--- config.mk ---
export PLATFORM = sky130hd
export DESIGN_NAME = eep_cmd_decode
export DESIGN_NICKNAME = d
export VERILOG_FILES = /design/src/rtl/eep_cmd_pkg.sv /design/src/rtl/eep_devsel_dec.sv /design/src/rtl/eep_spaddr_dec.sv /design/src/rtl/eep_cmd_seq.sv /design/src/rtl/eep_cmd_decode.sv
export SDC_FILE = /design/constraint.sdc
export NUM_CORES = 1
export LEC_CHECK = 0
export ABC_AREA = 0
export ABC_CLOCK_PERIOD_IN_PS = 2600
export BUFFER_PORTS_ARGS = -buffer_cell sky130_fd_sc_hd__buf_2
export CORE_MARGIN = 10
export CORE_UTILIZATION = 55
export DETAILED_ROUTE_END_ITERATION = 7
export PLACE_DENSITY_LB_ADDON = 0.12
export SYNTH_ARGS = -nofsm -noshare
export SYNTH_HDL_FRONTEND = slang
export SYNTH_HIERARCHICAL = 1
export SYNTH_SLANG_ARGS = --single-unit
--- constraint.sdc ---
create_clock -name clk -period 2.6 [get_ports clk]
set_clock_uncertainty 0.2 [all_clocks]
set_input_delay 0.52 -clock clk [delete_from_list [all_inputs] [get_ports clk]]
set_output_delay 0.52 -clock clk [all_outputs]
set_load 0.1 [all_outputs]
--- src/rtl/eep_cmd_pkg.sv ---
package eep_cmd_pkg;

    localparam int BYTE_W = 8;

    // device-select prefixes (upper bits of the first byte)
    localparam logic [4:0] MAIN_PFX = 5'b10101;   // 0xA8..0xAF
    localparam logic [6:0] SPEC_PFX = 7'b1011100; // 0xB8 / 0xB9

    typedef enum logic [1:0] {
        TGT_NONE  = 2'd0,
        TGT_MAIN  = 2'd1,
        TGT_PROT  = 2'd2,
        TGT_IDENT = 2'd3
    } tgt_e;

    typedef enum logic [1:0] {
        PH_NONE = 2'd0,
        PH_DEV  = 2'd1,
        PH_WADR = 2'd2,
        PH_DATA = 2'd3
    } phase_e;

    typedef enum logic [2:0] {
        ST_IDLE = 3'd0,
        ST_DEV  = 3'd1,
        ST_WADR = 3'd2,
        ST_DATA = 3'd3,
        ST_HOLD = 3'd4
    } seq_st_e;

    typedef enum logic [1:0] {
        DS_BAD  = 2'd0,
        DS_MAIN = 2'd1,
        DS_SPEC = 2'd2
    } dsel_kind_e;

    typedef struct packed {
        dsel_kind_e kind;
        logic       rd;
    } dsel_t;

    typedef struct packed {
        logic   ack;
        phase_e phase;
        tgt_e   tgt;
        logic   rd;
    } rsp_hdr_t;

    function automatic dsel_kind_e classify_dsel(input logic [BYTE_W-1:0] b);
        if (b[7:3] == MAIN_PFX)      return DS_MAIN;
        else if (b[7:1] == SPEC_PFX) return DS_SPEC;
        else                         return DS_BAD;
    endfunction

    function automatic rsp_hdr_t nack_hdr(input phase_e ph);
        rsp_hdr_t h;
        h.ack   = 1'b0;
        h.phase = ph;
        h.tgt   = TGT_NONE;
        h.rd    = 1'b0;
        return h;
    endfunction

endpackage

--- src/rtl/eep_devsel_dec.sv ---
module eep_devsel_dec
    import eep_cmd_pkg::*;
#(
    parameter int HI_W = 2
) (
    input  logic [BYTE_W-1:0] sel_byte,
    output dsel_t             dsel,
    output logic [HI_W-1:0]   hi_bits
);
    always_comb begin
        dsel.kind = classify_dsel(sel_byte);
        dsel.rd   = sel_byte[0];
    end

    // block bits sit just above the direction bit; upper ones are dropped
    assign hi_bits = sel_byte[HI_W:1];
endmodule

--- src/rtl/eep_spaddr_dec.sv ---
module eep_spaddr_dec
    import eep_cmd_pkg::*;
#(
    parameter int SPG_AW = 4
) (
    input  logic [BYTE_W-1:0] adr_byte,
    output logic              in_range,
    output tgt_e              page,
    output logic [SPG_AW-1:0] page_off
);
    localparam int TOP_LSB = SPG_AW + 1;

    assign in_range = (adr_byte[BYTE_W-1:TOP_LSB] == '0);
    assign page     = adr_byte[SPG_AW] ? TGT_IDENT : TGT_PROT;
    assign page_off = adr_byte[SPG_AW-1:0];
endmodule

--- src/rtl/eep_cmd_seq.sv ---
module eep_cmd_seq
    import eep_cmd_pkg::*;
#(
    parameter int MAIN_AW = 10,
    parameter int SPG_AW  = 4
) (
    input  logic               clk,
    input  logic               rst,
    input  logic               byte_vld,
    input  logic [BYTE_W-1:0]  byte_in,
    input  logic               bus_start,
    input  logic               bus_stop,
    input  dsel_t              dsel,
    input  logic [MAIN_AW-9:0] dsel_hi,
    input  logic               sp_ok,
    input  tgt_e               sp_page,
    input  logic [SPG_AW-1:0]  sp_off,
    output logic               rsp_vld,
    output rsp_hdr_t           rsp_hdr,
    output logic [MAIN_AW-1:0] rsp_off,
    output seq_st_e            st,
    output logic               spec
);
    localparam int HI_W = MAIN_AW - BYTE_W;

    logic [HI_W-1:0]    hi_q, hi_d;
    logic               rd_q, rd_d;
    logic               used_q, used_d;
    logic               spec_d;
    logic [MAIN_AW-1:0] cur_q, cur_d, cur_inc;
    logic [BYTE_W-1:0]  mptr_q, mptr_d;
    tgt_e               pg_q, pg_d;
    logic [SPG_AW-1:0]  so_q, so_d;
    seq_st_e            st_d;
    logic               accept;
    rsp_hdr_t           hdr_d;
    logic [MAIN_AW-1:0] off_d;

    assign accept  = byte_vld && !bus_start && !bus_stop;
    assign cur_inc = cur_q + 1'b1;

    always_comb begin
        st_d   = st;
        spec_d = spec;
        used_d = used_q;
        rd_d   = rd_q;
        hi_d   = hi_q;
        cur_d  = cur_q;
        mptr_d = mptr_q;
        pg_d   = pg_q;
        so_d   = so_q;
        hdr_d  = nack_hdr(PH_NONE);
        off_d  = '0;

        if (bus_start) begin
            st_d   = ST_DEV;
            spec_d = 1'b0;
            used_d = 1'b0;
        end else if (bus_stop) begin
            st_d   = ST_IDLE;
            spec_d = 1'b0;
            used_d = 1'b0;
        end else if (byte_vld) begin
            unique case (st)
                ST_DEV: begin
                    hdr_d = nack_hdr(PH_DEV);
                    unique case (dsel.kind)
                        DS_MAIN: begin
                            hdr_d.ack = 1'b1;
                            hdr_d.tgt = TGT_MAIN;
                            hdr_d.rd  = dsel.rd;
                            rd_d      = dsel.rd;
                            hi_d      = dsel_hi;
                            spec_d    = 1'b0;
                            if (dsel.rd) begin
                                cur_d = {dsel_hi, mptr_q};
                                st_d  = ST_DATA;
                            end else begin
                                st_d  = ST_WADR;
                            end
                        end
                        DS_SPEC: begin
                            hdr_d.ack = 1'b1;
                            hdr_d.tgt = pg_q;
                            hdr_d.rd  = dsel.rd;
                            rd_d      = dsel.rd;
                            spec_d    = 1'b1;
                            used_d    = 1'b0;
                            st_d      = dsel.rd ? ST_DATA : ST_WADR;
                        end
                        default: st_d = ST_HOLD;
                    endcase
                end
                ST_WADR: begin
                    hdr_d = nack_hdr(PH_WADR);
                    if (spec) begin
                        if (sp_ok) begin
                            hdr_d.ack = 1'b1;
                            hdr_d.tgt = sp_page;
                            off_d[SPG_AW-1:0] = sp_off;
                            pg_d = sp_page;
                            so_d = sp_off;
                            st_d = ST_DATA;
                        end else begin
                            st_d = ST_HOLD;
                        end
                    end else begin
                        hdr_d.ack = 1'b1;
                        hdr_d.tgt = TGT_MAIN;
                        off_d     = {hi_q, byte_in};
                        cur_d     = {hi_q, byte_in};
                        mptr_d    = byte_in;
                        st_d      = ST_DATA;
                    end
                end
                ST_DATA: begin
                    hdr_d = nack_hdr(PH_DATA);
                    if (spec) begin
                        if (!used_q) begin
                            hdr_d.ack = 1'b1;
                            hdr_d.tgt = pg_q;
                            hdr_d.rd  = rd_q;
                            off_d[SPG_AW-1:0] = so_q;
                            used_d = 1'b1;
                        end else begin
                            st_d = ST_HOLD;
                        end
                    end else begin
                        hdr_d.ack = 1'b1;
                        hdr_d.tgt = TGT_MAIN;
                        hdr_d.rd  = rd_q;
                        off_d     = cur_q;
                        cur_d     = cur_inc;
                        mptr_d    = cur_inc[BYTE_W-1:0];
                    end
                end
                default: hdr_d = nack_hdr(PH_NONE);
            endcase
        end
    end

    always_ff @(posedge clk) begin
        if (rst) begin
            st      <= ST_IDLE;
            spec    <= 1'b0;
            used_q  <= 1'b0;
            rd_q    <= 1'b0;
            hi_q    <= '0;
            cur_q   <= '0;
            mptr_q  <= '0;
            pg_q    <= TGT_PROT;
            so_q    <= '0;
            rsp_vld <= 1'b0;
            rsp_hdr <= nack_hdr(PH_NONE);
            rsp_off <= '0;
        end else begin
            st      <= st_d;
            spec    <= spec_d;
            used_q  <= used_d;
            rd_q    <= rd_d;
            hi_q    <= hi_d;
            cur_q   <= cur_d;
            mptr_q  <= mptr_d;
            pg_q    <= pg_d;
            so_q    <= so_d;
            rsp_vld <= accept;
            if (accept) begin
                rsp_hdr <= hdr_d;
                rsp_off <= off_d;
            end
        end
    end
endmodule

--- src/rtl/eep_cmd_decode.sv ---
module eep_cmd_decode
    import eep_cmd_pkg::*;
#(
    parameter int MAIN_AW = 10,
    parameter int SPG_AW  = 4
) (
    input  logic               clk,
    input  logic               rst,
    input  logic               byte_vld,
    input  logic [7:0]         byte_in,
    input  logic               bus_start,
    input  logic               bus_stop,
    output logic               rsp_vld,
    output logic               rsp_ack,
    output logic [1:0]         rsp_phase,
    output logic [1:0]         rsp_tgt,
    output logic               rsp_rd,
    output logic [MAIN_AW-1:0] rsp_off
);
    localparam int HI_W = MAIN_AW - BYTE_W;

    dsel_t             dsel;
    logic [HI_W-1:0]   dsel_hi;
    logic              sp_ok;
    tgt_e              sp_page;
    logic [SPG_AW-1:0] sp_off;
    rsp_hdr_t          hdr;
    seq_st_e           seq_st;
    logic              seq_spec;

    eep_devsel_dec #(.HI_W(HI_W)) u_devsel (
        .sel_byte (byte_in),
        .dsel     (dsel),
        .hi_bits  (dsel_hi)
    );

    eep_spaddr_dec #(.SPG_AW(SPG_AW)) u_spaddr (
        .adr_byte (byte_in),
        .in_range (sp_ok),
        .page     (sp_page),
        .page_off (sp_off)
    );

    eep_cmd_seq #(.MAIN_AW(MAIN_AW), .SPG_AW(SPG_AW)) u_seq (
        .clk       (clk),
        .rst       (rst),
        .byte_vld  (byte_vld),
        .byte_in   (byte_in),
        .bus_start (bus_start),
        .bus_stop  (bus_stop),
        .dsel      (dsel),
        .dsel_hi   (dsel_hi),
        .sp_ok     (sp_ok),
        .sp_page   (sp_page),
        .sp_off    (sp_off),
        .rsp_vld   (rsp_vld),
        .rsp_hdr   (hdr),
        .rsp_off   (rsp_off),
        .st        (seq_st),
        .spec      (seq_spec)
    );

    assign rsp_ack   = hdr.ack;
    assign rsp_phase = hdr.phase;
    assign rsp_tgt   = hdr.tgt;
    assign rsp_rd    = hdr.rd;
endmodule


Word level (Yosys, flattened, before mapping)
Cells that the tools add are included.

cells by class
  add/subtract/negate cells = 1
  equal/unequal tests = 16
  mux-type cells = 49
  bitwise logic cells = 2
  reduce and logical (&&, ||, !) cells = 22

operators with widths
  operator                                                          number
  10-bit 2-to-1 mux                                                 7
  6-bit 2-to-1 mux                                                  5
  10-bit one-hot mux with 3 select lines                            1
  3-bit 2-to-1 mux                                                  7
  10-bit one-hot mux with 2 select lines                            1
  6-bit one-hot mux with 3 select lines                             1
  4-bit 2-to-1 mux                                                  4
  8-bit 2-to-1 mux                                                  2
  8-bit one-hot mux with 2 select lines                             1
  1-bit 2-to-1 mux                                                  12
  4-bit AND reduction                                               3
  6-bit AND reduction                                               2
  10-bit by 1-bit adder with 10-bit output (second input constant)  1
  2-bit != test (second input constant)                             5
  5-bit AND reduction                                               2
  3-bit one-hot mux with 3 select lines                             1
  2-bit 2-to-1 mux                                                  4
  4-bit by 3-bit != test with 1-bit output (second input constant)  2
  8-bit AND reduction                                               1
  7-bit == test (second input constant)                             1
  3-bit by 2-bit == test with 1-bit output (second input constant)  2
  3-bit one-hot mux with 2 select lines                             1
  2-bit nonzero test                                                3
  3-bit nonzero test                                                2
  14 further kinds                                                  19

word-level totals
  register bits = 49
  logic and storage cells = 106

Depth between registers and ports, before layout
Gate-level depths: netlist of run 1.

  depth after elaboration = 10
  depth in mapped cells = 9

Modules after synthesis
Netlist of run 1, hierarchy kept.

modules (own cells, without submodules)
  module          instances  cells each  area each (µm²)
  eep_cmd_seq     1          331         2712.6
  eep_devsel_dec  1          6           65.1
  eep_spaddr_dec  1          8           58.8

Worst setup path before layout of run 1
Ideal clock, no wire load.

  path kind = input -> register
  from = input byte_in[6]
  to = register u_seq/rsp_hdr[1] in the netlist's numbering
  setup time = 69 ps
  data arrival time = 2065 ps
  setup slack = 266 ps
  stages = 7
  cell sequence = nand4b_4 -> nor4b_2 -> ha_1 -> or4b_1 -> o22ai_1 -> a21oi_1 -> o21ai_1

RTL lines
  what                  line                  source
  from (decl)           eep_cmd_decode.sv:10  input logic [7:0] byte_in,
  to (signal assigned)  eep_cmd_seq.sv:154    rsp_hdr <= nack_hdr(PH_NONE);
  to (signal assigned)  eep_cmd_seq.sv:168    rsp_hdr <= hdr_d;
  to (decl)             eep_cmd_seq.sv:19     output rsp_hdr_t rsp_hdr,

==> summary.md, run 1 <==
| Metric | Value |
|---|---|
| Status | `finished clean` |
| Largest family of logic cells by synthesized area | `simple AND/OR/NAND/NOR gates` |
| Area of the multi-input gates | `roughly 1600 sq um` |
| Die height | `a little over 90 um` |
| Die X | `just over 90 um` |
| Max Freq | `around 0.43 GHz` |
| Post-Synth Simple-Gate Area | `around a quarter` |
| H-tree depth | `2` |
| FF+latch area | `approximately 1000 sq um` |
| Critical Path RT | `~2.6 ns` |
| Post-synthesis async set-or-reset flop share | `0%` |
| Via/cell ratio | `roughly 6.1` |
| Tcrit/Tclk final | `approximately nine tenths` |
| Post-synth top area share | `approximately 35%` |
| Int Pwr | `about 1.1 mW` |
| Post-cts resize count | `0` |
| Drt pass-1 iters | `6` |
| Most frequent cells after synthesis | `dfxtp_1 (49), nor2_1 (37), a21oi_1 (26)` |
| Complex-gate fraction of the synthesized area | `about a quarter` |
| Placeable Area | `a little over 5000 sq um` |
| # fillers | `466` |
| # Post-CTS Setup Buffers | `0` |
| Count of final hold-check violations | `0` |
| Fin crit period | `2.30 ns` |
| CTS tree | `built` |
| Mux contribution to synthesized area | `between 5 and 6%` |
| PD cells | `about 460 nW/um^2` |
| Cell taking the most area after synthesis | `dfxtp_1` |
| Ports | `30` |
| Clock transition at path regs | `approximately 0.090 ns` |
| Warnings, synthesis | `6` |
| Syn Area/Cell | `8.22 sq um` |
| Util after Layout | `a little over three fifths` |
| R2R Path Start | `u_seq/st[0]` |
| DRC violations left | `0` |
| HPWL after DPL | `about 5400 um` |
| Share of cells above drive strength 1 | `~20%` |
| Seq/Total Area, Yosys | `34.6%` |
| Final setup fails | `0` |
| Routed wire length per instance | `approximately 17 um` |
| Yosys reg bits | `just under 50` |
| TritonCTS buffer count | `5` |
| Crit path max fanout | `4` |
| Global-route wire length before repair | `12600 um` |
| Worst R2R End | `u_seq/mptr_q[4]` |
| Setup slack, reg-to-reg | `between 0.4 and 0.5 ns` |
| Worst hold stages | `2` |
| Worst Reg-to-Reg Cells | `5` |
| # port buffers | `29` |
| Setup TNS | `0 ns` |
| Hold_buf cts | `0` |
| Post-synth EDFFs | `0` |
| RSZ-0062 raised after global routing | `false` |
| Initial antenna violation count | `0` |
| Max-slew violations | `0` |
| Clk network pwr share | `39.3%` |
| Worst-margin pin slew | `between 0.5 and 0.6 ns` |
| Critical path class | `input port to flip-flop` |
| Total number of vias | `around 2700` |
| Final ANT Viol Nets | `0` |
| Gpl congestion | `around 0.85` |
| Skew-Pair Late Insertion Delay | `around 0.30 ns` |
| Min-delay worst type | `flip-flop to flip-flop` |
| CP Capture Type | `flip-flop` |
| Commonest register cell after synthesis | `dfxtp_1` |
| Vias in the first global route | `~2500` |
| Leading post-synthesis cells by cell area | `dfxtp_1 (35%), nor2_1 (4.9%), a21oi_1 (4.6%), o21ai_0 (4.4%), mux2i_1 (3.9%)` |
| Syn nets | `361` |
| Area grow syn2layout | `11.9%` |
| Fin nets | `between 300 and 400` |
| Psw | `348 uW` |
| Antenna cells | `0` |
| Peak supply drop | `0.280 mV` |
| Crit path arrival time | `2.34 ns` |
| Seq pwr share | `52.0%` |
| Critical Path Source Type | `input port` |
| Clock Tree Root | `clkbuf_8` |
| Core Rows | `26` |
| Largest net degree at the start of global routing | `35` |
| Die ar. | `~8400 sq um` |
| Worst Hold Launch | `u_seq/mptr_q[3]` |
| Most frequent cell after synthesis | `dfxtp_1` |
| Worst slack at placement | `between 0.01 and 0.015 ns` |
| Combinational Power Share | `8.8%` |
| Clk buf depth | `2` |
| Crit path buffers/inverters | `1` |
| GRT overflow | `0` |
| LEAKAGE | `approximately 1.2 nW` |
| Post-synthesis adder-cell area fraction | `under 10%` |
| Post-Syn Instances | `345` |
| Violation count after the first detailed-route iteration | `approximately 220` |
| Sw frac | `between 20% and 30%` |
| Worst Hold Path EP | `u_seq/mptr_q[3]` |
| Crit path largest cell delay | `about 0.55 ns` |
| Clock sink count | `slightly below 50` |
| CP Cell Sequence | `buf_2 -> nand4b_4 -> nor4b_2 -> ha_1 -> or4b_1 -> o22ai_1 -> a21oi_1 -> o21ai_1` |
| Cell area after synthesis | `2840 sq um` |
| GRT Resource Usage Total | `18.0%` |
| Max-Cap Viols | `0` |
| Crit-path leading delay family | `simple AND/OR/NAND/NOR gates` |
| Post-synthesis xor/xnor area fraction | `less than 1%` |
| CP max stage cell | `or4b_1` |
| Max_slew headroom | `between 60 and 70%` |
| Yosys cell types | `63` |
| DRT Wirelength | `between 7000 and 8000 um` |
| Post-route setup slack | `0.300 ns` |
| Initial Utilization | `56.3%` |
state kept, by name, summed over array words and instances, names as in the netlist:
name           cells
u_seq/rsp_vld      1
u_seq/so_q         4
u_seq/hi_q         2
u_seq/mptr_q       8
u_seq/pg_q         2
u_seq/rsp_hdr      6
u_seq/rsp_off     10
u_seq/cur_q       10
u_seq/spec         1
u_seq/rd_q         1
u_seq/st           3
u_seq/used_q       1
power by group through the flow:
stage	clock network, mW	registers, mW	logic [mW]
2_1_floorplan	0	0.780	0.0812
4_1_cts	0.584	0.760	0.128
6_report	0.574	0.760	0.128
3_5_place_dp	0	0.778	0.127
5_1_grt	0.616	0.761	0.139
3_3_place_gp	0	0.778	0.126
final cells by class:
cell class / instances / share of cell area [%]
well taps: 70 / 2.76
inverters: 12 / 1.42
flip-flops and latches: 49 / 30.9
clock buffers: 6 / 2.60
repair buffers: 50 / 9.54
multi-input cells: 252 / 51.6
clock inverters: 2 / 1.18
layer usage:
metal / vias to the layer above / GRT usage [%] / routed length (um)
met5: - / 0 / 0
met3: 18 / 4.89 / 620
met1: 1284 / 22.2 / 3110
met4: 0 / 7.07 / 228
li1: 1287 / - / -
met2: 123 / 29.3 / 3450
stage by stage:
step | instances | total power [mW] | area [sq um] | hold slack [ns]
2_1_floorplan | 345 | 0.862 | 2840 | 0.229
3_3_place_gp | 433 | 0.904 | 3050 | 0.233
3_5_place_dp | 433 | 0.904 | 3050 | 0.243
4_1_cts | 441 | 1.47 | 3170 | 0.259
5_1_grt | 441 | 1.52 | 3170 | 0.272
6_report | 441 | 1.46 | 3170 | 0.255
cells in the final DEF, fill, tap and decap left out, types with 7 or more instances in the layout:
cell type / netlist / layout
nand3_1: 7 / 7
a21oi_1: 26 / 26
inv_1: 12 / 12
nor2b_1: 11 / 11
buf_4: 10 / 21
nor2_1: 37 / 37
nor3_1: 11 / 11
buf_2: 6 / 29
dfxtp_1: 49 / 49
nand2_1: 24 / 24
mux2i_1: 11 / 11
o21ai_0: 25 / 25
tightest hold or removal path: cells and delay by family, from the launching register on:
kind	cells	cell delay, ns
flops	1	0.32
compound gates	1	0.05
simple gates	1	0.05
worst max path at each step:
| stage | from | depth (start not counted) | to |
|---|---|---|---|
| after floorplan | byte_in[6] | 7 | u_seq/rsp_hdr[1] |
| after detailed placement | byte_in[6] | 8 | u_seq/rsp_hdr[1] |
| after CTS | byte_in[6] | 8 | u_seq/rsp_hdr[1] |
| final | byte_in[6] | 8 | u_seq/rsp_hdr[1] |
| after global placement | byte_in[6] | 8 | u_seq/rsp_hdr[1] |
| after global routing | byte_in[6] | 8 | u_seq/rsp_hdr[1] |
cell families after synthesis:
logic type,after synthesis
buf+inv,44
fa+ha+maj,3
compound gates,100
xor+xnor,3
flops,49
mux,16
other cells,1
simple gates,129
Power figures use the tool's default switching activity.
==> run 2, diff against run 1 <==
==> constraint.sdc (replaced) <==
create_clock -name clk -period 2.6 [get_ports clk]
set_clock_uncertainty 0.2 [all_clocks]
set_input_delay 0.13 -clock clk [delete_from_list [all_inputs] [get_ports clk]]
set_output_delay 0.13 -clock clk [all_outputs]
set_load 0.1 [all_outputs]
==> summary.md, run 2 (synthesis results as in run 1) <==
| Metric | Value |
|---|---|
| Final Hold Slack | `0.0206 ns (-0.235 ns)` |
| Clock Tree Root | `clkbuf_8` |
| Crit-path leading delay family | `simple AND/OR/NAND/NOR gates` |
| Core Rows | `26 (unchanged)` |
| Post-route cell area | `3190 sq um (+0.59%)` |
| Crit path max fanout | `4 (unchanged)` |
| Psw | `342 uW (-2.0%)` |
| Die ar. | `8430 sq um (unchanged)` |
| Worst R2R End | `u_seq/rd_q` |
| Fin crit period | `2.43 ns (+0.128 ns)` |
| Clock transition at path regs | `0.09 ns (about the same)` |
| Clk buf depth | `2 (unchanged)` |
| Max Freq | `0.412 GHz (-5.3%)` |
| # fillers | `455 (-2.4%)` |
| # Post-CTS Setup Buffers | `0 (unchanged)` |
| Max-slew violations | `0 (unchanged)` |
| Worst hold stages | `3 (+1)` |
| Worst Reg-to-Reg Cells | `5 (unchanged)` |
| Count of final hold-check violations | `0 (unchanged)` |
| CTS tree | `built` |
| Min-delay worst type | `input port to flip-flop` |
| Antenna cells | `0 (unchanged)` |
| Worst Hold Path EP | `u_seq/mptr_q[1]` |
| Crit path buffers/inverters | `2 (+1)` |
| Die height | `91.8 um (unchanged)` |
| H-tree depth | `2 (unchanged)` |
| Util after Layout | `63.3% (+0.37 points)` |
| Tcrit/Tclk final | `93.4% (+4.9 points)` |
| Initial antenna violation count | `0 (unchanged)` |
| TritonCTS buffer count | `5 (unchanged)` |
| CP Capture Type | `flip-flop` |
| Clock sink count | `49 (unchanged)` |
| GRT Resource Usage Total | `16.7% (-1.3 points)` |
| Critical Path RT | `2.63 ns (about the same)` |
| GRT overflow | `0 (unchanged)` |
| Largest net degree at the start of global routing | `47 (+34%)` |
| Ports | `30 (unchanged)` |
| Total number of vias | `2592 (-4.4%)` |
| Clk network pwr share | `39.0% (-0.3 points)` |
| Global-route wire length before repair | `11900 um (-5.0%)` |
| Gpl congestion | `0.849 (+0.51%)` |
| Final ANT Viol Nets | `0 (unchanged)` |
| DP Area | `2980 sq um (-2.5%)` |
| Combinational Power Share | `9.1% (+0.3 points)` |
| FF+latch area | `982 sq um (+0.13%)` |
| Share of cells above drive strength 1 | `17.9% (-1.7 points)` |
| RSZ-0062 raised after global routing | `false` |
| Max_slew headroom | `44.6% (-16 points)` |
| R2R Path Start | `u_seq/st[0]` |
| Setup TNS | `0 ns (unchanged)` |
| Critical Path Source Type | `input port` |
| Commonest non-fill, non-tap cell in the layout | `dfxtp_1` |
| Area grow syn2layout | `12.6%` |
| LEAKAGE | `1.15 nW (-0.72%)` |
| Worst slack at placement | `0.400 ns (+0.385 ns)` |
| Post-route setup slack | `0.172 ns (-0.128 ns)` |
| DRC violations left | `0 (unchanged)` |
| Initial Utilization | `56.3% (unchanged)` |
| Routed wire length per instance | `16.6 um (-1.5%)` |
| Final setup fails | `0 (unchanged)` |
| DRT Wirelength | `7250 um (-2.2%)` |
| PD cells | `457 nW/um^2 (-0.84%)` |
| Most frequent cells in the layout | `dfxtp_1 (48), nor2_1 (36), buf_2 (28)` |
| Area of the multi-input gates | `1660 sq um (+1.5%)` |
| Vias in the first global route | `2444 (-3.0%)` |
| Drt pass-1 iters | `4 (-2)` |
| CP Cell Sequence | `dlygate4sd3_1 -> buf_4 -> nand4b_4 -> nor4b_4 -> ha_1 -> or4b_1 -> nor2_1 -> a31oi_1 -> o21ai_0` |
| Die X | `91.8 um (unchanged)` |
| Seq pwr share | `51.9% (about the same)` |
| CP max stage cell | `or4b_1` |
| Critical path class | `input port to flip-flop` |
| Max-Cap Viols | `0 (unchanged)` |
| Violation count after the first detailed-route iteration | `214 (-4.0%)` |
| Worst Hold Launch | `byte_in[1]` |
| Setup slack, reg-to-reg | `0.48 ns (about the same)` |
| Crit path arrival time | `2.46 ns (+0.12 ns)` |
| Int Pwr | `1.12 mW (+0.29%)` |
| Crit path largest cell delay | `0.55 ns (about the same)` |
| Via/cell ratio | `5.92 (-3.8%)` |
| HPWL after DPL | `4920 um (-8.3%)` |
| Sw frac | `23.4% (-0.41 points)` |
| Placeable Area | `5040 sq um (unchanged)` |
| Top flop regs | `u_seq/cur_q x10, u_seq/rsp_off x10, u_seq/mptr_q x8` |
| Fin nets | `383 (-0.78%)` |
| Status | `finished clean` |
| Worst-margin pin slew | `0.831 ns (+0.236 ns)` |
| Skew-Pair Late Insertion Delay | `0.30 ns (about the same)` |
| # port buffers | `29 (unchanged)` |
| Peak supply drop | `0.280 mV (+0.11%)` |
[run 2: cell types whose count changed in the layout (fill, tap and decap cells not counted), sizes merged]
| cell | delta |
|---|---|
| clkinvlp | -1 |
| clkbuf | +1 |
| dlygate4sd3 | +7 |
| buf | -10 |
[run 2: worst max-delay path by stage]
stage                           from                to  slack (ns)  cells past startpoint
after floorplan           byte_in[6]  u_seq/rsp_hdr[1]        0.66                      7
after global placement    byte_in[6]  u_seq/rsp_hdr[1]        0.44                      8
after detailed placement  byte_in[6]  u_seq/rsp_hdr[0]        0.40                      8
after CTS                 byte_in[7]       u_seq/st[0]        0.03                      9
after global routing      byte_in[7]        u_seq/rd_q        0.05                      8
final                     byte_in[7]  u_seq/rsp_hdr[0]        0.17                      9
[run 2: what timing repair did]
action | in CTS | in global routing
hold buffers | 8 | 0
gates resized for setup | 0 | 8
hold endpoints to repair | 9 | 0
setup endpoints to repair | 0 | 1
[run 2: per-layer routing]
layer  global-route usage (%)  vias up  wire length (um)
met2                     28.1       79              3430
li1                         -     1284                 -
met3                     3.83        8               451
met1                     21.2     1221              3300
met5                        0        -                 0
met4                     4.37        0                75
[run 2: final cells by class]
class | instances | area share [%]
clock buffers | 7 | 2.70
inverters | 12 | 1.41
clock inverters | 1 | 0.940
well taps | 70 | 2.74
repair buffers | 47 | 9.40
multi-input cells | 252 | 52.0
flip-flops and latches | 49 | 30.8
[run 2: worst min-delay path, delay by kind of cell]
kind                   cells  cell delay (ns)
AO/OA/AOI/OAI              1             0.08
buffers and inverters      1             0.18
AND/OR/NAND/NOR            1             0.08
[run 2: stage by stage]
stage / std cells / power [mW]
global placement: 423 / 0.894
global route: 438 / 1.51
CTS: 439 / 1.46
floorplan: 345 / 0.862
finish: 438 / 1.46
detailed placement: 423 / 0.895
[run 2: power by group through the flow]
| stage | Combinational [mW] | Clock, mW | Sequential [mW] |
|---|---|---|---|
| 5_1_grt | 0.144 | 0.609 | 0.758 |
| 4_1_cts | 0.129 | 0.576 | 0.758 |
| 2_1_floorplan | 0.0812 | 0 | 0.780 |
| 3_5_place_dp | 0.120 | 0 | 0.775 |
| 6_report | 0.133 | 0.568 | 0.758 |
| 3_3_place_gp | 0.118 | 0 | 0.775 |
==> run 3, diff against run 2 <==
--- a/config.mk
+++ b/config.mk
@@ -13,2 +13,3 @@
 export DETAILED_ROUTE_END_ITERATION = 7
+export MAX_ROUTING_LAYER = met4
 export PLACE_DENSITY_LB_ADDON = 0.12
==> constraint.sdc (replaced) <==
create_clock -name clk -period 2.6 [get_ports clk]
set_clock_uncertainty 0.2 [all_clocks]
set_input_delay 0.26 -clock clk [delete_from_list [all_inputs] [get_ports clk]]
set_output_delay 0.26 -clock clk [all_outputs]
set_load 0.1 [all_outputs]
==> summary.md, run 3 (synthesis results as in run 1) <==
| Metric | Value |
|---|---|
| Status | `finished clean` |
| Clock transition at path regs | `0.09 ns (about the same)` |
| # fillers | `478 (+5.1%)` |
| Min-delay worst type | `input port to flip-flop` |
| Core Rows | `26 (unchanged)` |
| HPWL after DPL | `5030 um (+2.2%)` |
| Critical Path RT | `2.61 ns (-0.02 ns)` |
| Critical path class | `flip-flop to flip-flop` |
| Initial Utilization | `56.3% (unchanged)` |
| Violation count after the first detailed-route iteration | `211 (-1.4%)` |
| Initial antenna violation count | `0 (unchanged)` |
| GRT overflow | `0 (unchanged)` |
| DP Area | `2990 sq um (+0.25%)` |
| Max-slew violations | `0 (unchanged)` |
| Fin nets | `377 (-1.6%)` |
| CP Capture Type | `flip-flop` |
| Total number of vias | `2559 (-1.3%)` |
| Setup slack, reg-to-reg | `0.38 ns (-0.10 ns)` |
| Post-route cell area | `3070 sq um (-3.8%)` |
| Pwr Total | `1.34 mW (-8.0%)` |
| Tcrit/Tclk final | `85.4% (-8.0 points)` |
| Gpl congestion | `0.855 (+0.68%)` |
| Peak supply drop | `0.271 mV (-3.5%)` |
| Critical path origin | `u_seq/st[0]` |
| Share of cells above drive strength 1 | `17.2% (-0.76 points)` |
| DRT Wirelength | `7210 um (-0.51%)` |
| Die X | `91.8 um (unchanged)` |
| Hold_buf cts | `0 (-8)` |
| Fin crit period | `2.22 ns (-0.207 ns)` |
| Post-cts resize count | `0 (unchanged)` |
| Placeable Area | `5040 sq um (unchanged)` |
| Die ar. | `8430 sq um (unchanged)` |
| TritonCTS buffer count | `5 (unchanged)` |
| DRC violations left | `0 (unchanged)` |
| Util after Layout | `60.9% (-2.4 points)` |
| Routed wire length per instance | `16.7 um (+1.1%)` |
| Clock Tree Root | `clkbuf_8` |
| R2R Path Start | `u_seq/st[0]` |
| Largest net degree at the start of global routing | `47 (unchanged)` |
| # Post-CTS Setup Buffers | `0 (unchanged)` |
| Skew-Pair Late Insertion Delay | `0.30 ns (about the same)` |
| Final ANT Viol Nets | `0 (unchanged)` |
| Crit path max fanout | `16 (+12)` |
| Final setup fails | `0 (unchanged)` |
| Critical Path Source Type | `flip-flop` |
| Drt pass-1 iters | `4 (unchanged)` |
| Die height | `91.8 um (unchanged)` |
| Worst Reg-to-Reg Cells | `3 (-2)` |
| Vias in the first global route | `2455 (+0.45%)` |
| Global-route wire length before repair | `12100 um (+0.93%)` |
| Ports | `30 (unchanged)` |
| Max-Cap Viols | `0 (unchanged)` |
| GRT Resource Usage Total | `17.5% (+0.74 points)` |
| Worst-margin pin slew | `0.824 ns (-0.00652 ns)` |
| Most frequent cells in the layout | `dfxtp_1 (49), nor2_1 (37), buf_2 (29)` |
| PD cells | `437 nW/um^2 (-4.5%)` |
| Antenna cells | `0 (unchanged)` |
| Area grow syn2layout | `8.34%` |
| Crit path arrival time | `2.23 ns (-0.23 ns)` |
| Worst R2R End | `u_seq/mptr_q[7]` |
| Setup TNS | `0 ns (unchanged)` |
| # port buffers | `29 (unchanged)` |
| Via/cell ratio | `5.94 (+0.33%)` |
| CTS tree | `built` |
| Commonest non-fill, non-tap cell in the layout | `dfxtp_1` |
| Top flop regs | `u_seq/cur_q x10, u_seq/rsp_off x10, u_seq/mptr_q x8` |
| Max Freq | `0.450 GHz (+9.3%)` |
| Clock sink count | `49 (unchanged)` |
| Count of final hold-check violations | `0 (unchanged)` |
| Max_slew headroom | `45.0% (+0.43 points)` |
| LEAKAGE | `1.10 nW (-4.1%)` |
| H-tree depth | `2 (unchanged)` |
| RSZ-0062 raised after global routing | `false` |
| End point of the critical path | `u_seq/mptr_q[7]` |
| Clk buf depth | `2 (unchanged)` |
run 3: report_power, final:
group / internal, mW / switching, mW / total [mW]
clock network: 0.212 / 0.251 / 0.463
registers: 0.753 / 0.00721 / 0.760
logic: 0.0420 / 0.0765 / 0.119
run 3: critical path, stage by stage, from the launching register on:
cell and delay, ns:
dfxtp_1 0.69, and3b_1 0.64, o21ai_0 0.28, a311oi_1 0.31
run 3: worst min path at each step:
stage	from	end	slack, ns	cells after the start
after floorplan	bus_start	u_seq/st[0]	0.19	2
after global placement	u_seq/rsp_hdr[0]	u_seq/rsp_hdr[0]	0.23	2
after detailed placement	u_seq/rsp_hdr[5]	u_seq/rsp_hdr[5]	0.24	2
after CTS	bus_start	u_seq/st[0]	0.02	3
after global routing	bus_start	u_seq/st[0]	0.04	3
final	bus_start	u_seq/st[0]	0.02	3
run 3: through the flow:
stage          hold WS, ns  worst slack (ns)  std cells
2_1_floorplan        0.189             0.526        345
3_3_place_gp         0.233             0.316        424
3_5_place_dp         0.238             0.187        424
4_1_cts             0.0196             0.381        431
5_1_grt             0.0404             0.220        431
6_report            0.0173             0.380        431
run 3: layout make-up:
type	instances	area, sq um	area share (%)
Clock buffer	7	86.3	2.81
Inverter	12	45.0	1.47
Multi-Input combinational cell	252	1640	53.3
Sequential cell	49	981	31.9
Tap cell	70	87.6	2.85
Timing Repair Buffer	41	235	7.65
run 3: metal layers:
layer	wire, um	global-route usage (%)	vias up
li1	-	-	1274
met1	3380	22.2	1214
met2	3380	26.8	64
met3	393	4.24	7
met4	66	5.53	0
met5	0	-	-
